--- src/rtl/acc_cpu_pkg.sv ---
package acc_cpu_pkg;

  typedef enum logic [3:0] {
    ST_F_ADDR   = 4'd0,
    ST_F_WAIT   = 4'd1,
    ST_F_DATA   = 4'd2,
    ST_F_IR     = 4'd3,
    ST_F_INC    = 4'd4,
    ST_DECODE   = 4'd5,
    ST_X_ADDR   = 4'd6,
    ST_X_WAIT   = 4'd7,
    ST_X_DATA   = 4'd8,
    ST_X_LOAD   = 4'd9,
    ST_X_ADD    = 4'd10,
    ST_X_STDATA = 4'd11,
    ST_X_WRITE  = 4'd12,
    ST_X_JUMP   = 4'd13
  } cpu_state_e;

  localparam int OPC_LOAD  = 0;
  localparam int OPC_ADD   = 1;
  localparam int OPC_STORE = 2;
  localparam int OPC_JUMP  = 3;

  // one-hot set of register transfers requested by the controller
  typedef struct packed {
    logic mar_pc;
    logic mar_ir;
    logic mdr_mem;
    logic mdr_acc;
    logic ir_mdr;
    logic pc_inc;
    logic pc_jump;
    logic acc_load;
    logic acc_add;
    logic mem_write;
  } xfer_t;

endpackage

--- src/rtl/acc_cpu_ctrl.sv ---
module acc_cpu_ctrl
  import acc_cpu_pkg::*;
#(
  parameter int OPC_W = 4
) (
  input  logic             clk,
  input  logic             rst,
  input  logic [OPC_W-1:0] opcode,
  output cpu_state_e       state,
  output xfer_t            xfer
);

  cpu_state_e state_nx;

  logic is_load, is_add, is_store, is_jump, is_mem_op;
  assign is_load   = (opcode == OPC_W'(OPC_LOAD));
  assign is_add    = (opcode == OPC_W'(OPC_ADD));
  assign is_store  = (opcode == OPC_W'(OPC_STORE));
  assign is_jump   = (opcode == OPC_W'(OPC_JUMP));
  assign is_mem_op = is_load | is_add | is_store;

  always_comb begin
    state_nx = ST_F_ADDR;
    unique case (state)
      ST_F_ADDR:   state_nx = ST_F_WAIT;
      ST_F_WAIT:   state_nx = ST_F_DATA;
      ST_F_DATA:   state_nx = ST_F_IR;
      ST_F_IR:     state_nx = ST_F_INC;
      ST_F_INC:    state_nx = ST_DECODE;
      ST_DECODE: begin
        if (is_mem_op)    state_nx = ST_X_ADDR;
        else if (is_jump) state_nx = ST_X_JUMP;
        else              state_nx = ST_F_ADDR;
      end
      ST_X_ADDR:   state_nx = is_store ? ST_X_STDATA : ST_X_WAIT;
      ST_X_WAIT:   state_nx = ST_X_DATA;
      ST_X_DATA:   state_nx = is_add ? ST_X_ADD : ST_X_LOAD;
      ST_X_LOAD:   state_nx = ST_F_ADDR;
      ST_X_ADD:    state_nx = ST_F_ADDR;
      ST_X_STDATA: state_nx = ST_X_WRITE;
      ST_X_WRITE:  state_nx = ST_F_ADDR;
      ST_X_JUMP:   state_nx = ST_F_ADDR;
      default:     state_nx = ST_F_ADDR;
    endcase
  end

  always_comb begin
    xfer = '0;
    case (state)
      ST_F_ADDR:   xfer.mar_pc    = 1'b1;
      ST_F_DATA:   xfer.mdr_mem   = 1'b1;
      ST_F_IR:     xfer.ir_mdr    = 1'b1;
      ST_F_INC:    xfer.pc_inc    = 1'b1;
      ST_X_ADDR:   xfer.mar_ir    = 1'b1;
      ST_X_DATA:   xfer.mdr_mem   = 1'b1;
      ST_X_LOAD:   xfer.acc_load  = 1'b1;
      ST_X_ADD:    xfer.acc_add   = 1'b1;
      ST_X_STDATA: xfer.mdr_acc   = 1'b1;
      ST_X_WRITE:  xfer.mem_write = 1'b1;
      ST_X_JUMP:   xfer.pc_jump   = 1'b1;
      default:     xfer = '0;
    endcase
  end

  always_ff @(posedge clk) begin
    if (rst) state <= ST_F_ADDR;
    else     state <= state_nx;
  end

  // at most one register transfer per state
  assert_one_xfer_R3: assert property (@(posedge clk) disable iff (rst)
    $onehot0(xfer));

  // an opcode without a defined meaning returns straight to fetch
  assert_nop_refetch_R10: assert property (@(posedge clk) disable iff (rst)
    (state == ST_DECODE && !is_mem_op && !is_jump) |=> (state == ST_F_ADDR));

  // the store path never enters the read wait state
  assert_store_path_R8: assert property (@(posedge clk) disable iff (rst)
    (state == ST_X_ADDR && is_store) |=> (state == ST_X_STDATA));

endmodule

--- src/rtl/acc_cpu_datapath.sv ---
module acc_cpu_datapath
  import acc_cpu_pkg::*;
#(
  parameter int DATA_W = 16,
  parameter int ADDR_W = 12
) (
  input  logic              clk,
  input  logic              rst,
  input  xfer_t             xfer,
  input  logic [DATA_W-1:0] mem_rdata,
  output logic [ADDR_W-1:0] pc,
  output logic [ADDR_W-1:0] mar,
  output logic [DATA_W-1:0] mdr,
  output logic [DATA_W-1:0] ir,
  output logic [DATA_W-1:0] acc
);

  function automatic logic [DATA_W-1:0] acc_sum(input logic [DATA_W-1:0] a,
                                                input logic [DATA_W-1:0] b);
    return a + b;
  endfunction

  function automatic logic [ADDR_W-1:0] pc_next_seq(input logic [ADDR_W-1:0] p);
    return p + ADDR_W'(1);
  endfunction

  logic [ADDR_W-1:0] ir_addr;
  assign ir_addr = ir[ADDR_W-1:0];

  always_ff @(posedge clk) begin
    if (rst) begin
      pc  <= '0;
      mar <= '0;
      mdr <= '0;
      ir  <= '0;
      acc <= '0;
    end else begin
      if (xfer.mar_pc)        mar <= pc;
      else if (xfer.mar_ir)   mar <= ir_addr;
      if (xfer.mdr_mem)       mdr <= mem_rdata;
      else if (xfer.mdr_acc)  mdr <= acc;
      if (xfer.ir_mdr)        ir  <= mdr;
      if (xfer.pc_inc)        pc  <= pc_next_seq(pc);
      else if (xfer.pc_jump)  pc  <= ir_addr;
      if (xfer.acc_load)      acc <= mdr;
      else if (xfer.acc_add)  acc <= acc_sum(acc, mdr);
    end
  end

  // MDR takes the read word
  assert_mdr_capture_R11: assert property (@(posedge clk) disable iff (rst)
    xfer.mdr_mem |=> (mdr == $past(mem_rdata)));

  // MDR copied to IR
  assert_ir_copy_R3: assert property (@(posedge clk) disable iff (rst)
    xfer.ir_mdr |=> (ir == $past(mdr)));

  // add wraps modulo 2^DATA_W
  assert_add_wrap_R7: assert property (@(posedge clk) disable iff (rst)
    xfer.acc_add |=> (acc == DATA_W'($past(acc) + $past(mdr))));

  // load copies MDR
  assert_load_acc_R6: assert property (@(posedge clk) disable iff (rst)
    xfer.acc_load |=> (acc == $past(mdr)));

  // nothing moves while memory is written
  assert_write_quiet_R8: assert property (@(posedge clk) disable iff (rst)
    xfer.mem_write |=> ($stable(mar) && $stable(mdr) && $stable(acc)));

endmodule

--- src/rtl/acc_cpu_core.sv ---
module acc_cpu_core
  import acc_cpu_pkg::*;
#(
  parameter int DATA_W = 16,
  parameter int ADDR_W = 12
) (
  input  logic              clk,
  input  logic              rst,
  output logic [ADDR_W-1:0] mem_addr,
  output logic [DATA_W-1:0] mem_wdata,
  output logic              mem_we,
  input  logic [DATA_W-1:0] mem_rdata,
  output logic [ADDR_W-1:0] dbg_pc,
  output logic [ADDR_W-1:0] dbg_mar,
  output logic [DATA_W-1:0] dbg_mdr,
  output logic [DATA_W-1:0] dbg_ir,
  output logic [DATA_W-1:0] dbg_acc,
  output logic [3:0]        dbg_state
);

  localparam int OPC_W = DATA_W - ADDR_W;

  cpu_state_e        state;
  xfer_t             xfer;
  logic [ADDR_W-1:0] pc, mar;
  logic [DATA_W-1:0] mdr, ir, acc;
  logic [OPC_W-1:0]  opcode;

  // named internal events for the checks below
  logic ev_fetch_inc, ev_jump, ev_decode, ev_write;

  assign opcode = ir[DATA_W-1:ADDR_W];

  acc_cpu_ctrl #(.OPC_W(OPC_W)) u_ctrl (
    .clk    (clk),
    .rst    (rst),
    .opcode (opcode),
    .state  (state),
    .xfer   (xfer)
  );

  acc_cpu_datapath #(.DATA_W(DATA_W), .ADDR_W(ADDR_W)) u_dp (
    .clk       (clk),
    .rst       (rst),
    .xfer      (xfer),
    .mem_rdata (mem_rdata),
    .pc        (pc),
    .mar       (mar),
    .mdr       (mdr),
    .ir        (ir),
    .acc       (acc)
  );

  assign mem_addr  = mar;
  assign mem_wdata = mdr;
  assign mem_we    = xfer.mem_write;

  assign dbg_pc    = pc;
  assign dbg_mar   = mar;
  assign dbg_mdr   = mdr;
  assign dbg_ir    = ir;
  assign dbg_acc   = acc;
  assign dbg_state = state;

  assign ev_fetch_inc = (state == ST_F_INC);
  assign ev_jump      = (state == ST_X_JUMP);
  assign ev_decode    = (state == ST_DECODE);
  assign ev_write     = (state == ST_X_WRITE);

  assert_reset_clear_R1: assert property (@(posedge clk)
    rst |=> (state == ST_F_ADDR && pc == '0 && mar == '0 && mdr == '0 &&
             ir == '0 && acc == '0));

  assert_fetch_mar_R3: assert property (@(posedge clk) disable iff (rst)
    (state == ST_F_ADDR) |=> (mar == $past(pc) && state == ST_F_WAIT));

  assert_pc_inc_R4: assert property (@(posedge clk) disable iff (rst)
    ev_fetch_inc |=> (pc == ADDR_W'($past(pc) + 1) && state == ST_DECODE));

  assert_decode_quiet_R5: assert property (@(posedge clk) disable iff (rst)
    ev_decode |-> (!mem_we ##1 ($stable(mar) && $stable(mdr) && $stable(acc))));

  assert_jump_target_R9: assert property (@(posedge clk) disable iff (rst)
    ev_jump |=> (pc == $past(ir[ADDR_W-1:0]) && state == ST_F_ADDR));

  assert_we_single_R8: assert property (@(posedge clk) disable iff (rst)
    mem_we |=> !mem_we);

  assert_we_in_write_R8: assert property (@(posedge clk) disable iff (rst)
    mem_we |-> (ev_write && mem_wdata == $past(acc)));

  assert_operand_addr_R11: assert property (@(posedge clk) disable iff (rst)
    (state == ST_X_ADDR) |=> (mem_addr == $past(ir[ADDR_W-1:0])));

endmodule

--- config.mk ---
export PLATFORM = sky130hd
export DESIGN_NAME = acc_cpu_core
export DESIGN_NICKNAME = d
export VERILOG_FILES = /design/src/rtl/acc_cpu_pkg.sv /design/src/rtl/acc_cpu_ctrl.sv /design/src/rtl/acc_cpu_datapath.sv /design/src/rtl/acc_cpu_core.sv
export SDC_FILE = /design/constraint.sdc
export NUM_CORES = 1
export LEC_CHECK = 0
export BUFFER_PORTS_ARGS = -buffer_cell sky130_fd_sc_hd__buf_2
export CELL_PAD_IN_SITES_DETAIL_PLACEMENT = 1
export CELL_PAD_IN_SITES_GLOBAL_PLACEMENT = 2
export CORE_ASPECT_RATIO = 1.1
export CORE_UTILIZATION = 30
export DETAILED_ROUTE_END_ITERATION = 6
export GPL_ROUTABILITY_DRIVEN = 0
export GPL_TIMING_DRIVEN = 0
export PLACE_DENSITY_LB_ADDON = 0.1
export SYNTH_ARGS = -nofsm -noshare
export SYNTH_HDL_FRONTEND = slang
export SYNTH_SLANG_ARGS = --single-unit
--- constraint.sdc ---
create_clock -name clk -period 3.14 [get_ports clk]
set_clock_uncertainty 0.1 [all_clocks]
set_input_delay 0.314 -clock clk [delete_from_list [all_inputs] [get_ports clk]]
set_output_delay 0.314 -clock clk [all_outputs]
set_load 0.05 [all_outputs]
==> reports/results.tsv, run 1 <==
metric	value	unit
status	finished clean	
worst_slew_pin_slew	0.950	ns
ios	123	
hp-class	input port to flop	
die_w	121	microns
totalWireLength	17900	microns
vias	4973	
timing.hold.ws	0.197	ns
drive_above_1_share	0.241	
remaining_drc_errors	0	
utilization	0.385	
holdPathEnd	u_dp.mdr[7]$_SDFFE_PP0P_	
drt_iter0_drc	248	
syn_nets	637	
cp.required	3.28	ns
avgRoutedWirePerCell	19.1	microns
max_cap_viol_count	0	
row_count	47	
clockBufferDepth	2	
grt_start_max_net_pins	14	
placedCellCount	919	
syn_area	0.00471	sq mm
synthArstFlopShare	0	
overflow	0	
die_y	133	microns
htreeDepth	3	
cts.sinks	76	
syn_inst	602	
p_per_area	540	mW/mm^2
r2r-end	u_dp.acc[15]$_SDFFE_PP0P_	
antenna_found_initial	0	
hold_violations	0	
yosys_warnings	0	
via_per_inst	5.32	
regArea	0.00152	sq mm
synth_edf_count	0	
critPathLaunchType	flop	
nNetsFinal	769	
synth_flop_cell	dfxtp_1	
hold_buffers	0	
cp_max_fo	6	
clkTransAtPathRegs	0.07	ns
slew_headroom	0.365	
fillers	1929	
multi_input_area	0.00278	sq mm
grt_pass1_wl	28000	microns
clk_latency	0.35	ns
ys_ff_latch	76	
tritoncts	done	
worstPathArrival	2.88	ns
cts_setup_buffers	0	
dpl.hpwl	13600	microns
cts-root-buf	clkbuf_16	
fin_setup_tns	0	ns
start_util	0.310	
rsz0062_at_grt	false	
track_usage	0.227	
coreArea	0.0152	sq mm
num_antenna_cells	0	
layout_min_cycle_time	2.74	ns
stdcell_count	935	
post-route-period-util	0.874	
maxClockFrequency	364	MHz
finalMaxSlewViolations	0	
setup_violations	0	
syn_to_final_growth	24.0	%
dieArea	0.0162	sq mm
holdPathStages	3	
dr.pass1.iters	4	
worstHoldStart	mem_rdata[7]	
cts_inserted_buffers	9	
endpoint_kind	flop	
peakVddDrop	0.255	mV
worstSetupPathType	flop to flop	
avgSynthCellArea	7.82	sq um
grt_pass1_vias	5029	
rr_startpoint	u_dp.mdr[2]$_SDFFE_PP0P_	
ys_types	60	
port-buffer-count	121	
reg2reg_depth	6	
yosysSeqAreaShare	0.323	
cts_resized	0	
reg2reg_slack	0.40	ns
antenna_left	0	
p_leak	2.57	nW
[cells in the final DEF, fill, tap and decap left out, drive strengths merged, types with 3 or more instances in the layout]
cell type and count:
nor3b 3, dfxtp 76, or3 5, mux2i 33, xor2 5, o21ai 26
a311oi 3, clkbuf 40, nor4b 3, o211ai 3, nand2b 3, nor3 11
a22oi 5, nand3 14, nand4 9, nand4b 3, o21bai 3, a21oi 54
ha 16, a21o 5, o22ai 5, nor2b 5, a2bb2oi 3, nand2 71
xnor2 5, and3 4, a31oi 4, a211oi 43, inv 9, buf 160
nor2 76, nor4 5
[state kept, by name (all words and copies together), names as in the netlist]
register and flops:
u_ctrl.state 4, u_dp.mar 12, u_dp.pc 12, u_dp.acc 16, u_dp.ir 16, u_dp.mdr 16
[cell usage after synthesis, types with 3 or more instances]
library cell | number | area (sq um)
a311oi_1 | 3 | 26.3
dfxtp_1 | 76 | 1520
nor3b_1 | 3 | 22.5
buf_2 | 7 | 35.0
a2bb2oi_1 | 3 | 26.3
o22ai_1 | 5 | 31.3
and3_1 | 4 | 25.0
buf_4 | 28 | 210
xnor2_1 | 5 | 43.8
xor2_1 | 5 | 43.8
mux2i_1 | 33 | 330
o21ai_0 | 25 | 125
nor2_1 | 76 | 285
nand2b_1 | 3 | 18.8
o21bai_1 | 3 | 22.5
clkbuf_1 | 28 | 105
nand2_1 | 71 | 267
nand3_1 | 14 | 70.1
inv_1 | 8 | 30.0
a22oi_1 | 5 | 37.5
a21oi_1 | 53 | 265
ha_1 | 16 | 200
o211ai_1 | 3 | 22.5
nor4_1 | 3 | 18.8
or3_1 | 4 | 25.0
nor2b_1 | 5 | 31.3
a21o_1 | 5 | 37.5
a31oi_1 | 4 | 25.0
nand4b_1 | 3 | 26.3
nand4_1 | 9 | 56.3
a211oi_1 | 43 | 323
nor3_1 | 11 | 55.1
[cell families after synthesis]
logic type / count (synthesis) / synth area share
buffers and inverters: 75 / 0.0872
xor gates and xnor gates: 10 / 0.0186
DFF: 76 / 0.323
adders and majority gates: 17 / 0.0468
muxes: 34 / 0.0725
AOI/OAI and AO/OA: 172 / 0.236
and+or+nand+nor: 218 / 0.216
[per-stage QoR]
| stage | worst slack, ns | instance area, sq um | power [mW] |
|---|---|---|---|
| after floorplan | 0.383 | 4710 | 1.89 |
| after global placement | 0.434 | 5560 | 2.14 |
| after detailed placement | 0.417 | 5560 | 2.16 |
| after CTS | 0.386 | 5840 | 3.18 |
| after global routing | 0.192 | 5840 | 3.30 |
| final | 0.396 | 5840 | 3.16 |
[power breakdown]
group	internal [mW]	total (mW)	switching [mW]
logic	0.290	1.02	0.729
clock network	0.564	1.02	0.460
registers	1.02	1.11	0.0876
[layer usage]
metal	wire, microns	track usage	share of wire
met5	0	0	0
met2	8700	0.385	0.49
met1	8330	0.297	0.47
met3	522	0.0235	0.029
met4	293	0.0802	0.016
[area by class of cell]
type,instances,share of cell area
clock inverter,4,0.00579
sequential,76,0.261
buffer,67,0.0651
timing repair buffer,121,0.104
multi-input combinational,451,0.475
tap,196,0.0420
inverter,8,0.00514
clock buffer,12,0.0422
[how the worst max path moves through the flow]
stage                                 to  depth (start not counted)                  startpoint
5_1_grt        u_dp.acc[15]$_SDFFE_PP0P_                          6    u_dp.mdr[2]$_SDFFE_PP0P_
6_report       u_dp.acc[15]$_SDFFE_PP0P_                          6    u_dp.mdr[2]$_SDFFE_PP0P_
3_3_place_gp   u_dp.acc[15]$_SDFFE_PP0P_                          6    u_dp.mdr[2]$_SDFFE_PP0P_
2_1_floorplan                     mem_we                          4  u_ctrl.state[3]$_SDFF_PP0_
4_1_cts        u_dp.acc[15]$_SDFFE_PP0P_                          6    u_dp.mdr[2]$_SDFFE_PP0P_
3_5_place_dp   u_dp.acc[15]$_SDFFE_PP0P_                          6    u_dp.mdr[2]$_SDFFE_PP0P_
[critical path, cell delays in order (launching register included)]
cell and delay (ns):
dfxtp_1 0.39, ha_1 0.40, o21ai_0 0.11, o21ai_0 0.48
a21oi_1 0.26, o41ai_1 0.49, mux2_2 0.39
Note: power is estimated with default switching activity, not from simulation.
==> run 2: changes to the inputs <==
--- a/config.mk
+++ b/config.mk
@@ -11,3 +11,4 @@
 export CORE_ASPECT_RATIO = 1.1
-export CORE_UTILIZATION = 30
+export CORE_MARGIN = 2
+export CORE_UTILIZATION = 32
 export DETAILED_ROUTE_END_ITERATION = 6
==> constraint.sdc (replaced) <==
create_clock -name clk -period 3.56 [get_ports clk]
set_clock_uncertainty 0.1 [all_clocks]
set_input_delay 0.356 -clock clk [delete_from_list [all_inputs] [get_ports clk]]
set_output_delay 0.356 -clock clk [all_outputs]
set_load 0.005 [all_outputs]
==> run 2 against run 1 <==
Effect of this change: clock power decreased by 6%; via count grew 1.1%; core utilization rose by 2.2 points.
==> reports/results.tsv, run 2 (synthesis gave the netlist of run 1 again) <==
metric	value	unit	change
max_stage_delay	0.44	ns	was 0.49 ns
path_delay_family	compound AO/OA/AOI/OAI gates		unchanged
slew_headroom	0.435		was 0.365
nNetsFinal	769		unchanged
htreeDepth	3		unchanged
cts_setup_buffers	0		unchanged
worst_slew_pin_slew	0.845	ns	was 0.950 ns
port-buffer-count	121		unchanged
hp-class	input port to flop		unchanged
die_y	131	microns	was 133 microns
cts_inserted_buffers	9		unchanged
dr.pass1.iters	5		was 4
hold_violations	0		unchanged
maxClockFrequency	362	MHz	was 364 MHz
design_area	0.00586	sq mm	was 0.00584 sq mm
cp_cell_sequence	ha_1 > fa_1 > a211oi_1 > o211ai_1 > a211oi_1 > xor2_1 > a221oi_1		was ha_1 > o21ai_0 > o21ai_0 > a21oi_1 > o41ai_1 > mux2_2
finalMaxSlewViolations	0		unchanged
clkTransAtPathRegs	0.06	ns	was 0.07 ns
grt_pass1_wl	28100	microns	was 28000 microns
setup_ws	0.800	ns	was 0.396 ns
place_area	0.00555	sq mm	was 0.00556 sq mm
antenna_found_initial	0		unchanged
start_util	0.327		was 0.310
cts_resized	0		unchanged
critPathLaunchType	flop		unchanged
layout_min_cycle_time	2.76	ns	was 2.74 ns
dp_slack	0.894	ns	was 0.417 ns
remaining_drc_errors	0		unchanged
worstPathArrival	2.90	ns	was 2.88 ns
drt_iter0_drc	210		was 248
p_sw	780	uW	was 1.28 mW
rsz0062_at_grt	false		unchanged
layout_common_cells	buf_2, nor2_1, dfxtp_1, nand2_1, a21oi_1		unchanged
die_w	120	microns	was 121 microns
drive_above_1_share	0.242		was 0.241
syn_to_final_growth	24.4	%	was 24.0%
path_common_cell	a211oi_1		was o21ai_0
grt_pass1_vias	5044		was 5029
reg_top3	u_dp.acc x16, u_dp.ir x16, u_dp.mdr x16		unchanged
overflow	0		unchanged
avgRoutedWirePerCell	18.8	microns	was 19.1 microns
worstSetupPathType	flop to flop		unchanged
fin_setup_tns	0	ns	unchanged
cp_max_fo	6		unchanged
p_per_area	427	mW/mm^2	was 540 mW/mm^2
totalWireLength	17500	microns	was 17900 microns
sequentialPowerShare	0.391		was 0.353
ios	123		unchanged
endpoint_kind	flop		unchanged
antenna_left	0		unchanged
status	finished clean		unchanged
hold_buffers	0		unchanged
track_usage	0.226		was 0.227
intPower	1.72	mW	was 1.88 mW
coreArea	0.0144	sq mm	was 0.0152 sq mm
sw_frac_of_total	0.312		was 0.404
critPathBufInv	0		unchanged
tritoncts	done		unchanged
cts-root-buf	clkbuf_16		unchanged
reg2reg_slack	0.80	ns	was 0.40 ns
row_count	46		was 47
clockBufferDepth	2		unchanged
num_antenna_cells	0		unchanged
layout_commonest_cell	buf_2		unchanged
via_per_inst	5.40		was 5.32
cp_slowest_cell	fa_1		was o41ai_1
max_cap_viol_count	0		unchanged
grt_start_max_net_pins	14		unchanged
power.total	2.50	mW	was 3.16 mW
pwr-share-comb	0.228		was 0.323
p_leak	2.59	nW	was 2.57 nW
dpl.hpwl	13500	microns	was 13600 microns
post-route-period-util	0.775		was 0.874
setup_violations	0		unchanged
cts.sinks	76		unchanged
power.share.clock	0.381		was 0.324
fillers	1838		was 1929
cp.required	3.70	ns	was 3.28 ns
peakVddDrop	0.193	mV	was 0.255 mV
vias	5030		was 4973
dieArea	0.0157	sq mm	was 0.0162 sq mm
clk_latency	0.35	ns	about the same
[run 2: changes by cell type in the layout (fill, tap and decap cells not counted)]
cell and change:
clkbuf_1 -1, clkinv_4 -1, clkinv_2 +1, bufinv_16 +1
[run 2: power by group through the flow]
stage | clock network [mW] | logic (mW) | registers, mW
2_1_floorplan | 0 | 0.364 | 0.978
3_3_place_gp | 0 | 0.562 | 0.995
5_1_grt | 1.00 | 0.636 | 0.987
6_report | 0.954 | 0.571 | 0.977
4_1_cts | 0.974 | 0.579 | 0.978
3_5_place_dp | 0 | 0.576 | 0.997
[run 2: cell type report]
type | count | area (sq um) | area share
clock inverter | 5 | 60.1 | 0.0103
clock buffer | 11 | 243 | 0.0414
sequential | 76 | 1520 | 0.260
timing repair buffer | 121 | 606 | 0.103
tap | 192 | 240 | 0.0410
inverter | 8 | 30.0 | 0.00513
buffer | 67 | 380 | 0.0649
multi-input combinational | 451 | 2780 | 0.474
[run 2: per-stage QoR]
stage | hold WS, ns | utilization | std cells
CTS | 0.245 | 0.407 | 931
floorplan | 0.373 | - | 602
global route | 0.270 | 0.407 | 931
detailed placement | 0.403 | 0.386 | 915
global placement | 0.394 | 0.386 | 915
finish | 0.247 | 0.407 | 931
[run 2: per-layer routing]
layer / part of all wire / track usage / wire length, microns / vias up
met5: 0 / 0 / 0 / -
met4: 0.017 / 0.0706 / 293 / 0
met3: 0.033 / 0.0282 / 586 / 18
met2: 0.50 / 0.381 / 8710 / 110
met1: 0.45 / 0.300 / 7950 / 2468
li1: - / - / - / 2434
[run 2: worst paths after layout]
path | endpoint | from | cells past startpoint
worst max-delay path | u_dp.acc[12]$_SDFFE_PP0P_ | u_dp.mdr[0]$_SDFFE_PP0P_ | 7
worst min-delay path | u_dp.mdr[6]$_SDFFE_PP0P_ | mem_rdata[6] | 3
worst max register to register | u_dp.acc[12]$_SDFFE_PP0P_ | u_dp.mdr[0]$_SDFFE_PP0P_ | 7
worst min register to register | u_dp.ir[15]$_SDFFE_PP0P_ | u_dp.ir[15]$_SDFFE_PP0P_ | 2
[run 2: worst min-delay path: cells and delay by family]
| family | cells | cell delay (ns) |
|---|---|---|
| AO/OA/AOI/OAI | 1 | 0.08 |
| multiplexers | 1 | 0.11 |
| buffers and inverters | 1 | 0.09 |
